### src/rtl/dw_pkg.sv
package dw_pkg;
  localparam int unsigned WORD_W    = 32;
  localparam int unsigned SLOT_WRDS = 8;

  // word positions inside a slot
  localparam int unsigned W_OPT  = 0;
  localparam int unsigned W_SRC  = 1;
  localparam int unsigned W_CNT  = 2;
  localparam int unsigned W_DST  = 3;
  localparam int unsigned W_BIDX = 4;
  localparam int unsigned W_LNK  = 5;
  localparam int unsigned W_CIDX = 6;
  localparam int unsigned W_CCNT = 7;

  // option bits
  localparam int unsigned OB_SRC_FIX = 0;
  localparam int unsigned OB_DST_FIX = 1;
  localparam int unsigned OB_FSYNC   = 2;
  localparam int unsigned OB_STATIC  = 3;
  localparam int unsigned OB_CODE_LO = 12;
  localparam int unsigned OB_CODE_HI = 17;
  localparam int unsigned OB_INTEN   = 20;

  localparam logic [15:0] NO_LINK = 16'hFFFF;

  // word 0 in the low 32 bits
  typedef struct packed {
    logic [WORD_W-1:0] ccnt;
    logic [WORD_W-1:0] cidx;
    logic [WORD_W-1:0] lnk;
    logic [WORD_W-1:0] bidx;
    logic [WORD_W-1:0] dst;
    logic [WORD_W-1:0] cnt;
    logic [WORD_W-1:0] src;
    logic [WORD_W-1:0] opt;
  } desc_t;
endpackage

### src/rtl/dw_addr_step.sv
module dw_addr_step (
  input  logic [31:0] base,
  input  logic [15:0] idx,
  input  logic        fixed,
  output logic [31:0] nxt
);
  always_comb begin
    if (fixed) nxt = base;
    else       nxt = base + {{16{idx[15]}}, idx};
  end
endmodule

### src/rtl/dw_slot_store.sv
module dw_slot_store
  import dw_pkg::*;
#(
  parameter int unsigned NUM_SLOTS = 8,
  localparam int unsigned SLOT_W   = $clog2(NUM_SLOTS)
) (
  input  logic                clk,
  input  logic                rst_n,
  input  logic                cfg_we,
  input  logic [SLOT_W-1:0]   cfg_slot,
  input  logic [2:0]          cfg_word,
  input  logic [WORD_W-1:0]   cfg_data,
  input  logic                upd_en,
  input  logic [WORD_W-1:0]   upd_src,
  input  logic [WORD_W-1:0]   upd_dst,
  input  logic [WORD_W-1:0]   upd_cnt,
  input  logic [WORD_W-1:0]   upd_ccnt,
  input  logic                reload_en,
  input  logic [SLOT_W-1:0]   reload_slot,
  input  logic                clear_en,
  output desc_t               act
);
  logic [WORD_W-1:0] mem [NUM_SLOTS][SLOT_WRDS];

  always_comb begin
    act = '0;
    for (int w = 0; w < SLOT_WRDS; w++) act[w*WORD_W +: WORD_W] = mem[0][w];
  end

  // engine operations are placed last so they win over a same-cycle write
  always_ff @(posedge clk or negedge rst_n) begin
    if (!rst_n) begin
      for (int s = 0; s < NUM_SLOTS; s++)
        for (int w = 0; w < SLOT_WRDS; w++) mem[s][w] <= '0;
    end else begin
      if (cfg_we) mem[cfg_slot][cfg_word] <= cfg_data;
      if (upd_en) begin
        mem[0][W_SRC]  <= upd_src;
        mem[0][W_DST]  <= upd_dst;
        mem[0][W_CNT]  <= upd_cnt;
        mem[0][W_CCNT] <= upd_ccnt;
      end else if (reload_en) begin
        for (int w = 0; w < SLOT_WRDS; w++) mem[0][w] <= mem[reload_slot][w];
      end else if (clear_en) begin
        for (int w = 0; w < SLOT_WRDS; w++)
          mem[0][w] <= (w == W_LNK) ? {16'h0000, NO_LINK} : '0;
      end
    end
  end

  assert_one_op_R8: assert property (@(posedge clk) disable iff (!rst_n)
    $onehot0({upd_en, reload_en, clear_en}));

  assert_clear_null_R9: assert property (@(posedge clk) disable iff (!rst_n)
    clear_en |=> (act.ccnt[15:0] == 16'h0 && act.lnk[15:0] == NO_LINK));
endmodule

### src/rtl/dw_nest_engine.sv
module dw_nest_engine
  import dw_pkg::*;
#(
  parameter int unsigned SLOT_W = 3
) (
  input  logic              clk,
  input  logic              rst_n,
  input  desc_t             act,
  input  logic              evt_valid,
  output logic              evt_ready,
  output logic              req_valid,
  input  logic              req_ready,
  output logic [31:0]       req_src,
  output logic [31:0]       req_dst,
  output logic [15:0]       req_bytes,
  output logic              upd_en,
  output logic [31:0]       upd_src,
  output logic [31:0]       upd_dst,
  output logic [31:0]       upd_cnt,
  output logic [31:0]       upd_ccnt,
  output logic              reload_en,
  output logic [SLOT_W-1:0] reload_slot,
  output logic              clear_en,
  output logic              done_pulse,
  output logic [5:0]        done_code,
  output logic              link_pulse,
  output logic              null_err
);
  typedef enum logic {S_IDLE, S_ISSUE} st_t;
  st_t st_q;

  logic [15:0] a_cnt, b_cnt, c_cnt, lnk, b_rld, arr_left_q;
  logic        fsync, is_null, evt_fire, hs, fin, frame_end, desc_done, stat;
  logic [15:0] nxt_b, nxt_c;
  logic [1:0][31:0] cur_q, cur_nxt, wb_nxt, slot_addr;
  logic [1:0][15:0] bi, ci;

  assign a_cnt = act.cnt[15:0];
  assign b_cnt = act.cnt[31:16];
  assign c_cnt = act.ccnt[15:0];
  assign lnk   = act.lnk[15:0];
  assign b_rld = act.lnk[31:16];
  assign fsync = act.opt[OB_FSYNC];
  assign stat  = act.opt[OB_STATIC];
  assign is_null = (a_cnt == 0) || (b_cnt == 0) || (c_cnt == 0);

  assign slot_addr = {act.dst, act.src};
  assign bi = act.bidx;
  assign ci = act.cidx;

  assign evt_ready = (st_q == S_IDLE);
  assign evt_fire  = evt_valid && evt_ready;
  assign req_valid = (st_q == S_ISSUE);
  assign req_src   = cur_q[0];
  assign req_dst   = cur_q[1];
  assign req_bytes = a_cnt;
  assign hs  = req_valid && req_ready;
  assign fin = hs && (arr_left_q == 16'd1);

  assign frame_end = fsync || (b_cnt <= 16'd1);
  assign nxt_b     = frame_end ? (fsync ? b_cnt : b_rld) : (b_cnt - 16'd1);
  assign nxt_c     = frame_end ? (c_cnt - 16'd1) : c_cnt;
  assign desc_done = frame_end && (c_cnt == 16'd1);

  // per-side steppers: one for the in-frame walk, one for slot write-back
  for (genvar g = 0; g < 2; g++) begin : g_side
    dw_addr_step u_cur (
      .base(cur_q[g]), .idx(bi[g]), .fixed(act.opt[g]), .nxt(cur_nxt[g]));
    dw_addr_step u_wb (
      .base(slot_addr[g]), .idx(frame_end ? ci[g] : bi[g]),
      .fixed(act.opt[g]), .nxt(wb_nxt[g]));
  end

  assign upd_src     = wb_nxt[0];
  assign upd_dst     = wb_nxt[1];
  assign upd_cnt     = {nxt_b, a_cnt};
  assign upd_ccnt    = {act.ccnt[31:16], nxt_c};
  assign reload_slot = lnk[SLOT_W-1:0];
  assign upd_en      = fin && !(desc_done && !stat);
  assign reload_en   = fin && desc_done && !stat && (lnk != NO_LINK);
  assign clear_en    = fin && desc_done && !stat && (lnk == NO_LINK);

  always_ff @(posedge clk or negedge rst_n) begin
    if (!rst_n) begin
      st_q       <= S_IDLE;
      cur_q      <= '0;
      arr_left_q <= '0;
      done_pulse <= 1'b0;
      done_code  <= '0;
      link_pulse <= 1'b0;
      null_err   <= 1'b0;
    end else begin
      done_pulse <= fin && desc_done && act.opt[OB_INTEN];
      link_pulse <= reload_en;
      null_err   <= evt_fire && is_null;
      if (fin) done_code <= act.opt[OB_CODE_HI:OB_CODE_LO];
      case (st_q)
        S_IDLE: if (evt_fire && !is_null) begin
          st_q       <= S_ISSUE;
          cur_q      <= slot_addr;
          arr_left_q <= fsync ? b_cnt : 16'd1;
        end
        S_ISSUE: if (hs) begin
          if (arr_left_q == 16'd1) st_q <= S_IDLE;
          else begin
            cur_q      <= cur_nxt;
            arr_left_q <= arr_left_q - 16'd1;
          end
        end
        default: st_q <= S_IDLE;
      endcase
    end
  end

  assert_req_hold_R6: assert property (@(posedge clk) disable iff (!rst_n)
    (req_valid && !req_ready) |=> (req_valid && $stable(req_src)
      && $stable(req_dst) && $stable(req_bytes)));

  assert_done_after_hs_R7: assert property (@(posedge clk) disable iff (!rst_n)
    done_pulse |-> $past(req_valid && req_ready));

  assert_null_no_req_R9: assert property (@(posedge clk) disable iff (!rst_n)
    null_err |-> (!req_valid && $past(evt_valid && evt_ready)));

  assert_bytes_nonzero_R3: assert property (@(posedge clk) disable iff (!rst_n)
    req_valid |-> (req_bytes != 16'h0));
endmodule

### src/rtl/desc_addr_walker.sv
module desc_addr_walker
  import dw_pkg::*;
#(
  parameter int unsigned NUM_SLOTS = 8,
  localparam int unsigned SLOT_W   = $clog2(NUM_SLOTS)
) (
  input  logic              clk,
  input  logic              rst_n,
  input  logic              cfg_we,
  input  logic [SLOT_W-1:0] cfg_slot,
  input  logic [2:0]        cfg_word,
  input  logic [31:0]       cfg_data,
  input  logic              evt_valid,
  output logic              evt_ready,
  output logic              req_valid,
  input  logic              req_ready,
  output logic [31:0]       req_src,
  output logic [31:0]       req_dst,
  output logic [15:0]       req_bytes,
  output logic              done_pulse,
  output logic [5:0]        done_code,
  output logic              link_pulse,
  output logic              null_err
);
  desc_t             act;
  logic              upd_en, reload_en, clear_en;
  logic [31:0]       upd_src, upd_dst, upd_cnt, upd_ccnt;
  logic [SLOT_W-1:0] reload_slot;

  dw_slot_store #(.NUM_SLOTS(NUM_SLOTS)) u_store (
    .clk(clk), .rst_n(rst_n),
    .cfg_we(cfg_we), .cfg_slot(cfg_slot), .cfg_word(cfg_word), .cfg_data(cfg_data),
    .upd_en(upd_en), .upd_src(upd_src), .upd_dst(upd_dst),
    .upd_cnt(upd_cnt), .upd_ccnt(upd_ccnt),
    .reload_en(reload_en), .reload_slot(reload_slot), .clear_en(clear_en),
    .act(act));

  dw_nest_engine #(.SLOT_W(SLOT_W)) u_engine (
    .clk(clk), .rst_n(rst_n), .act(act),
    .evt_valid(evt_valid), .evt_ready(evt_ready),
    .req_valid(req_valid), .req_ready(req_ready),
    .req_src(req_src), .req_dst(req_dst), .req_bytes(req_bytes),
    .upd_en(upd_en), .upd_src(upd_src), .upd_dst(upd_dst),
    .upd_cnt(upd_cnt), .upd_ccnt(upd_ccnt),
    .reload_en(reload_en), .reload_slot(reload_slot), .clear_en(clear_en),
    .done_pulse(done_pulse), .done_code(done_code),
    .link_pulse(link_pulse), .null_err(null_err));
endmodule

### config.mk
export PLATFORM = sky130hd
export DESIGN_NAME = desc_addr_walker
export DESIGN_NICKNAME = d
export VERILOG_FILES = /design/src/rtl/dw_pkg.sv /design/src/rtl/dw_addr_step.sv /design/src/rtl/dw_slot_store.sv /design/src/rtl/dw_nest_engine.sv /design/src/rtl/desc_addr_walker.sv
export SDC_FILE = /design/constraint.sdc
export NUM_CORES = 2
export LEC_CHECK = 0
export ABC_CLOCK_PERIOD_IN_PS = 4900
export CORE_MARGIN = 2
export CORE_UTILIZATION = 55
export DETAILED_ROUTE_END_ITERATION = 7
export DONT_BUFFER_PORTS = 1
export PLACE_DENSITY = 0.75
export REMOVE_ABC_BUFFERS = 1
export SYNTH_ARGS = -nofsm -noshare
export SYNTH_HDL_FRONTEND = slang
export SYNTH_SLANG_ARGS = --single-unit
### constraint.sdc
create_clock -name clk -period 4.9 [get_ports clk]
set_input_delay 0.49 -clock clk [delete_from_list [all_inputs] [get_ports clk]]
set_output_delay 0.49 -clock clk [all_outputs]
set_load 0.05 [all_outputs]
## After elaboration in Yosys (flattened, before gate mapping)

Index checks and enable logic that the tools add are counted.

| word-level totals | value |
|---|---|
| register bits | 2138 |
| input port bits | 43 |
| output and inout port bits | 91 |
| word-level logic and storage cells | 176 |

| cells by class | value |
|---|---|
| add/sub/neg operators | 7 |
| order comparisons | 6 |
| equal/unequal tests | 13 |
| muxes and demuxes | 37 |
| bitwise gates (word level) | 5 |
| reductions and logical operators | 34 |

Operators with widths:

| kind | count |
|---|---|
| bitwise mux 2048 bit | 1 |
| two-way mux 2048 bit | 1 |
| two-way mux 256 bit | 5 |
| binary-select mux 256 bit (select 3 bit) | 1 |
| demux 256 bit (select 3 bit) | 1 |
| two-way mux 32 bit | 6 |
| two-way mux 64 bit | 3 |
| two-way mux 96 bit | 2 |
| two-way mux 16 bit | 10 |
| adder 32 bit | 4 |
| case mux 64 bit (2 select lines) | 1 |
| demux 32 bit (select 3 bit) | 1 |
| zero test 16 bit | 3 |
| subtractor 16 x 1 -> 16 bit, second input constant | 3 |
| == test 16 x 1 -> 1 bit, second input constant | 2 |
| case mux 16 bit (2 select lines) | 1 |
| == test 16 bit, second input constant | 1 |
| <= comparator 16 x 1 -> 1 bit, second input constant | 1 |
| != test 16 bit, second input constant | 1 |
| != test 2 bit, second input constant | 8 |
| logical AND 1 bit | 15 |
| >= comparator 4 bit, second input constant | 3 |
| NOT 3 -> 4 bit | 3 |
| AND reduction 2 bit | 5 |
| other kinds (11) | 20 |

## Depth between registers and ports, before layout

| depth | value |
|---|---|
| word-level depth | 12 |
| mapped depth | 22 |
| mapped depth without buffers | 19 |

## Cells and area by module

A second synthesis with hierarchy kept.

| unflattened totals | value |
|---|---|
| cells, all modules | 8715 |
| area, all modules | 109666.4 µm² |

Modules (own cells, without submodules):

| module | times used | cells an instance | area an instance (µm²) | sequential area each (µm²) |
|---|---|---|---|---|
| dw_slot_store | 1 | 6744 | 94961.1 | 51249.2 |
| dw_addr_step (u_engine.g_side[0].u_cur ...) | 3 | 301 | 2135.8 | 0.0 |
| dw_nest_engine | 1 | 752 | 6147.1 | 2252.2 |
| dw_addr_step (u_engine.g_side[1].u_wb) | 1 | 316 | 2150.8 | 0.0 |

## Worst setup path after synthesis

No wires, ideal clock.

| timing | value |
|---|---|
| path type | register to register |
| start point | reg u_store.mem, in the netlist u_store.act[88] |
| end point | reg u_store.mem, in the netlist u_store.act[62] |
| setup time | 0.128 ns |
| arrival | 4.867 ns |
| required time | 4.772 ns |
| path slack | -0.095 ns |
| cell stages (with the launch flop) | 22 |
| path buffers | 4 |
| period minus slack after synthesis | 4.995 ns |
| path through | dfrtp_1 buf_2 or4_1 nor2_2 a41o_1 clkbuf_1 clkbuf_1 buf_1 nand2_1 nand2_1 ha_1 inv_1 fa_1 nor2b_1 o311ai_0 a2111oi_0 nor4_1 o22ai_1 o221ai_1 o21ai_0 xnor2_1 o21ai_0 |

| on the way | value |
|---|---|
| cells in the longest elaborated chain, start to end | 9 |
| elaborated cells on any way between the ends | 19 |
| those cells by class | add/sub (1); order compare (1); eq/ne (1); mux (5); reduce/logical (11) |

Ends and longest elaborated chain:

| what | line | RTL |
|---|---|---|
| start: declaration | dw_slot_store.sv:23 | `logic [WORD_W-1:0] mem [NUM_SLOTS][SLOT_WRDS];` |
| start signal: indexed assignment | dw_slot_store.sv:36 | `if (cfg_we) mem[cfg_slot][cfg_word] <= cfg_data;` |
| start signal: indexed assignment | dw_slot_store.sv:38 | `mem[0][W_SRC] <= upd_src;` |
| start signal: indexed assignment | dw_slot_store.sv:39 | `mem[0][W_DST] <= upd_dst;` |
| <= comparator 16 x 1 -> 1 bit (*) | dw_nest_engine.sv:60 | `assign frame_end = fsync \|\| (b_cnt <= 16'd1);` |
| logical OR 1 bit (*) | dw_nest_engine.sv:60 |  |
| parallel branches: the longest is 7 deep, another holds adder 32 bit | -- |  |

Every way passes the cells marked *. The select of a mux whose other input is x is not followed.
A chain may end at the register's enable or synchronous reset.

## Final worst setup path

| timing | value |
|---|---|
| start point | reg u_store.mem, in the netlist u_store.act[84] |
| end point | reg u_store.mem, in the netlist u_store.act[124] |

The elaborated chain is that of the path after synthesis.

==> results.json <==
{
  "status": "complete, no violations",
  "place_hpwl_mm": 158,
  "cp.arrival_ns": 5.53,
  "fin_setup_tns_ns": 0,
  "grt_usage_pct": 32.9,
  "cpMostUsedCell": "buf_4",
  "wl_mm": 279,
  "critPathTopFamily": "simple AND/OR/NAND/NOR gates",
  "timing.rr.start": "u_store.act[84]$_DFFE_PN0P_",
  "crit_chain": "or4_4, nor3_4, buf_4, a41o_2, buf_4, buf_4, and3_1, nand2_1, o21ai_0, a31oi_1, nand2b_1, o21ai_0",
  "power_frac_comb_pct": 17.9,
  "cts_sinks": 1842,
  "fin_ws_ns": 0.145,
  "clockRootBuffer": "clkbuf_16",
  "maxCapViolations": 0,
  "synth_commonest_cells": "dfrtp_1 (1,842), mux2_2 (1,753), nand2_1 (600)",
  "p_leak_nw": 46.4,
  "core-area_sq_um": 165000,
  "endpoint_kind": "flip-flop",
  "cpPeakStageDelay_ns": 0.69,
  "rows": 149,
  "yosys_warnings": 0,
  "yosysMostFrequentCell": "dfrtp_1",
  "critPathSlowestCell": "and3_1",
  "final_cell_area_sq_um": 101000,
  "hp-class": "input port to flip-flop",
  "pre_cts_ws_ns": -0.0953,
  "path_class": "flip-flop to flip-flop",
  "io_pins": 134,
  "multi_input_area_sq_um": 42500,
  "yosysTopAreaCell": "dfrtp_1",
  "die_w_um": 411,
  "grt_pass1_wl_mm": 416,
  "skew_ns": 0.0771,
  "slew_headroom_pct": 4.93,
  "wl_per_cell_um": 29.2,
  "postRouteAntennaNets": 0,
  "clkTransAtPathRegs_ns": 0.07,
  "min-delay-start": "cfg_data[4]",
  "clockBufferDepth": 3,
  "synth-edff-count": 0,
  "worst_pin_slew_ns": 1.42,
  "syn-cell-area_sq_um": 91200,
  "p_switching_mw": 12.0,
  "required_ns": 5.68,
  "htreeDepth": 4,
  "start_util_pct": 55.3,
  "slew_viol_final": 0,
  "grt-ovfl-total": 0,
  "netlist_instances": 7478,
  "layout-drive-gt1-share_pct": 34.8,
  "port_buffers": 0,
  "intPower_mw": 28.9,
  "synth_ff_type": "dfrtp_1",
  "ir_worst_vdd_mv": 0.414,
  "synth_cell_types": 83,
  "postSynthAreaPerCell_sq_um": 12.2,
  "gp_congestion": 0.947,
  "synth_top_area_share_pct": 50.6,
  "drt_iter0_markers": 6887,
  "worst-r2r-setup-slack_ns": 0.15,
  "r2r_cells": 12,
  "max_freq_ghz": 0.210,
  "seqPwrFrac_pct": 46.6,
  "seqCellArea_sq_um": 46100,
  "dr_total_vias": 63400,
  "clk_latency_ns": 0.88,
  "dieArea_sq_um": 169000,
  "p_sw_share_pct": 29.3,
  "fin_crit_sh_pct": 97.0,
  "first_pass_iters": 6,
  "fill_cells": 12600,
  "fin_crit_ns": 4.75,
  "critPathBufInv": 3,
  "antenna_found_initial": 20,
  "cts_tree": "built",
  "finalSetupViolCount": 0,
  "hold_path_depth": 3,
  "synth-seq-cells": 1842,
  "p_per_area_nw_per_um2": 406,
  "holdPathEnd": "u_store.act[36]$_DFFE_PN0P_",
  "routed_via_density": 6.62,
  "ys_seq_area_share_pct": 50.6,
  "dpl-instance-area_sq_um": 93100,
  "die_h_um": 411,
  "rr_endpoint": "u_store.act[124]$_DFFE_PN0P_",
  "async_flop_share_pct": 100,
  "power.share.clock_pct": 35.5,
  "startpoint_type": "flip-flop",
  "drc_errors": 0,
  "synth_area_leaders": "dfrtp_1 (51%), mux2_2 (22%), mux4_2 (5.4%)",
  "grt_pass1_vias": 64100,
  "cts_inserted_buffers": 187,
  "grt_start_max_net_pins": 271,
  "area_growth_pct": 10.4,
  "hold_violations": 0,
  "cp_max_fo": 26,
  "nNetsFinal": 7410
}
==> worst max path at each step <==
stage                                       startpoint                      endpoint  slack [ns]  depth (start not counted)
after floorplan           u_store.act[160]$_DFFE_PN0P_  u_store.act[120]$_DFFE_PN0P_      -31.38                          7
after global placement     u_store.act[89]$_DFFE_PN0P_   u_store.act[62]$_DFFE_PN0P_        0.02                         18
after detailed placement   u_store.act[89]$_DFFE_PN0P_   u_store.act[62]$_DFFE_PN0P_        -0.1                         18
after CTS                  u_store.act[84]$_DFFE_PN0P_   u_store.act[62]$_DFFE_PN0P_        0.01                         18
after global routing       u_store.act[84]$_DFFE_PN0P_  u_store.act[124]$_DFFE_PN0P_      -0.006                         19
final                      u_store.act[84]$_DFFE_PN0P_  u_store.act[124]$_DFFE_PN0P_        0.15                         12
==> per-layer routing <==
metal / vias up / GRT usage [%] / part of all wire, % / wire length, um
li1: 26800 / - / - / -
met1: 33200 / 44.6 / 40 / 113000
met2: 2716 / 50.1 / 45 / 125000
met3: 603 / 8.33 / 9.6 / 26800
met4: 12 / 14.9 / 5.2 / 14500
met5: - / 0 / 0.033 / 92
==> area by class of cell <==
class	count	share of cell area (%)
flip-flops and latches	1842	45.8
diodes	7	0.0174
well taps	2189	2.72
multi-input cells	4915	42.2
clock buffers	276	5.37
repair inverters	1	0.00497
clock inverters	62	0.821
inverters	52	0.199
repair buffers	233	2.81
==> power groups by stage <==
stage | clock network (mW) | logic (mW) | registers, mW
global placement | 0 | 6.52 | 19.1
finish | 14.5 | 7.30 | 19.1
detailed placement | 0 | 6.73 | 19.3
floorplan | 0 | 5.23 | 19.1
global route | 15.3 | 7.91 | 19.3
CTS | 14.6 | 7.21 | 19.0
==> cells by family (layout without fill, tap and decap cells) <==
group	count (synthesis)	count (layout)	synth area share (%)
flops	1842	1842	50.6
compound gates	1441	1442	10.0
buf+inv	722	624	3.16
fa+ha+maj	135	135	1.89
other cells	0	7	0
xor+xnor	116	116	1.11
simple gates	1207	1207	5.74
mux	2015	2015	27.5
==> registers in the layout (all words and copies together), names as in the netlist <==
signal / flops
u_store.mem: 1533
u_store.act: 219
u_engine.req_dst: 32
u_engine.req_src: 32
u_engine.arr_left_q: 16
u_engine.done_code: 6
u_engine.done_pulse: 1
u_engine.link_pulse: 1
u_engine.null_err: 1
u_engine.req_valid: 1
==> through the flow <==
stage,power (mW),util [%],hold WS [ns],std cells
final,40.9,61.1,0.0179,9577
after detailed placement,26.0,56.5,0.203,9172
after global placement,25.6,56.5,0.203,9171
after floorplan,24.3,-,0.194,6808
after CTS,40.8,60.9,0.0113,9556
after global routing,42.4,61.1,0.0276,9570
==> timing repair <==
action,in CTS,in global routing
gates resized for setup,1,23
gates cloned,0,2
setup buffers,0,11
endpoints found under the setup margin,1,15
pin swaps,0,8
hold buffers,46,0
endpoints found under the hold margin,2131,0
==> cell usage in the layout, fill, tap and decap left out, drive strengths merged, types with 75 or more instances in the layout <==
| cell type | instances |
|---|---|
| buf | 220 |
| clkbuf | 276 |
| nand2 | 602 |
| ha | 131 |
| o21ai | 445 |
| a22oi | 348 |
| dfrtp | 1842 |
| xnor2 | 75 |
| a21o | 88 |
| nor2 | 313 |
| mux2 | 1753 |
| a21oi | 288 |
| mux4 | 219 |
==> worst reg2reg max path, delay by kind of cell, from the launching register on <==
family	cells	cell delay (ns)
AND/OR/NAND/NOR	5	2.35
buffers and inverters	3	0.64
AO/OA/AOI/OAI	4	1.24
flip-flops	1	0.43
No activity file was read; power rests on OpenSTA's default activity.
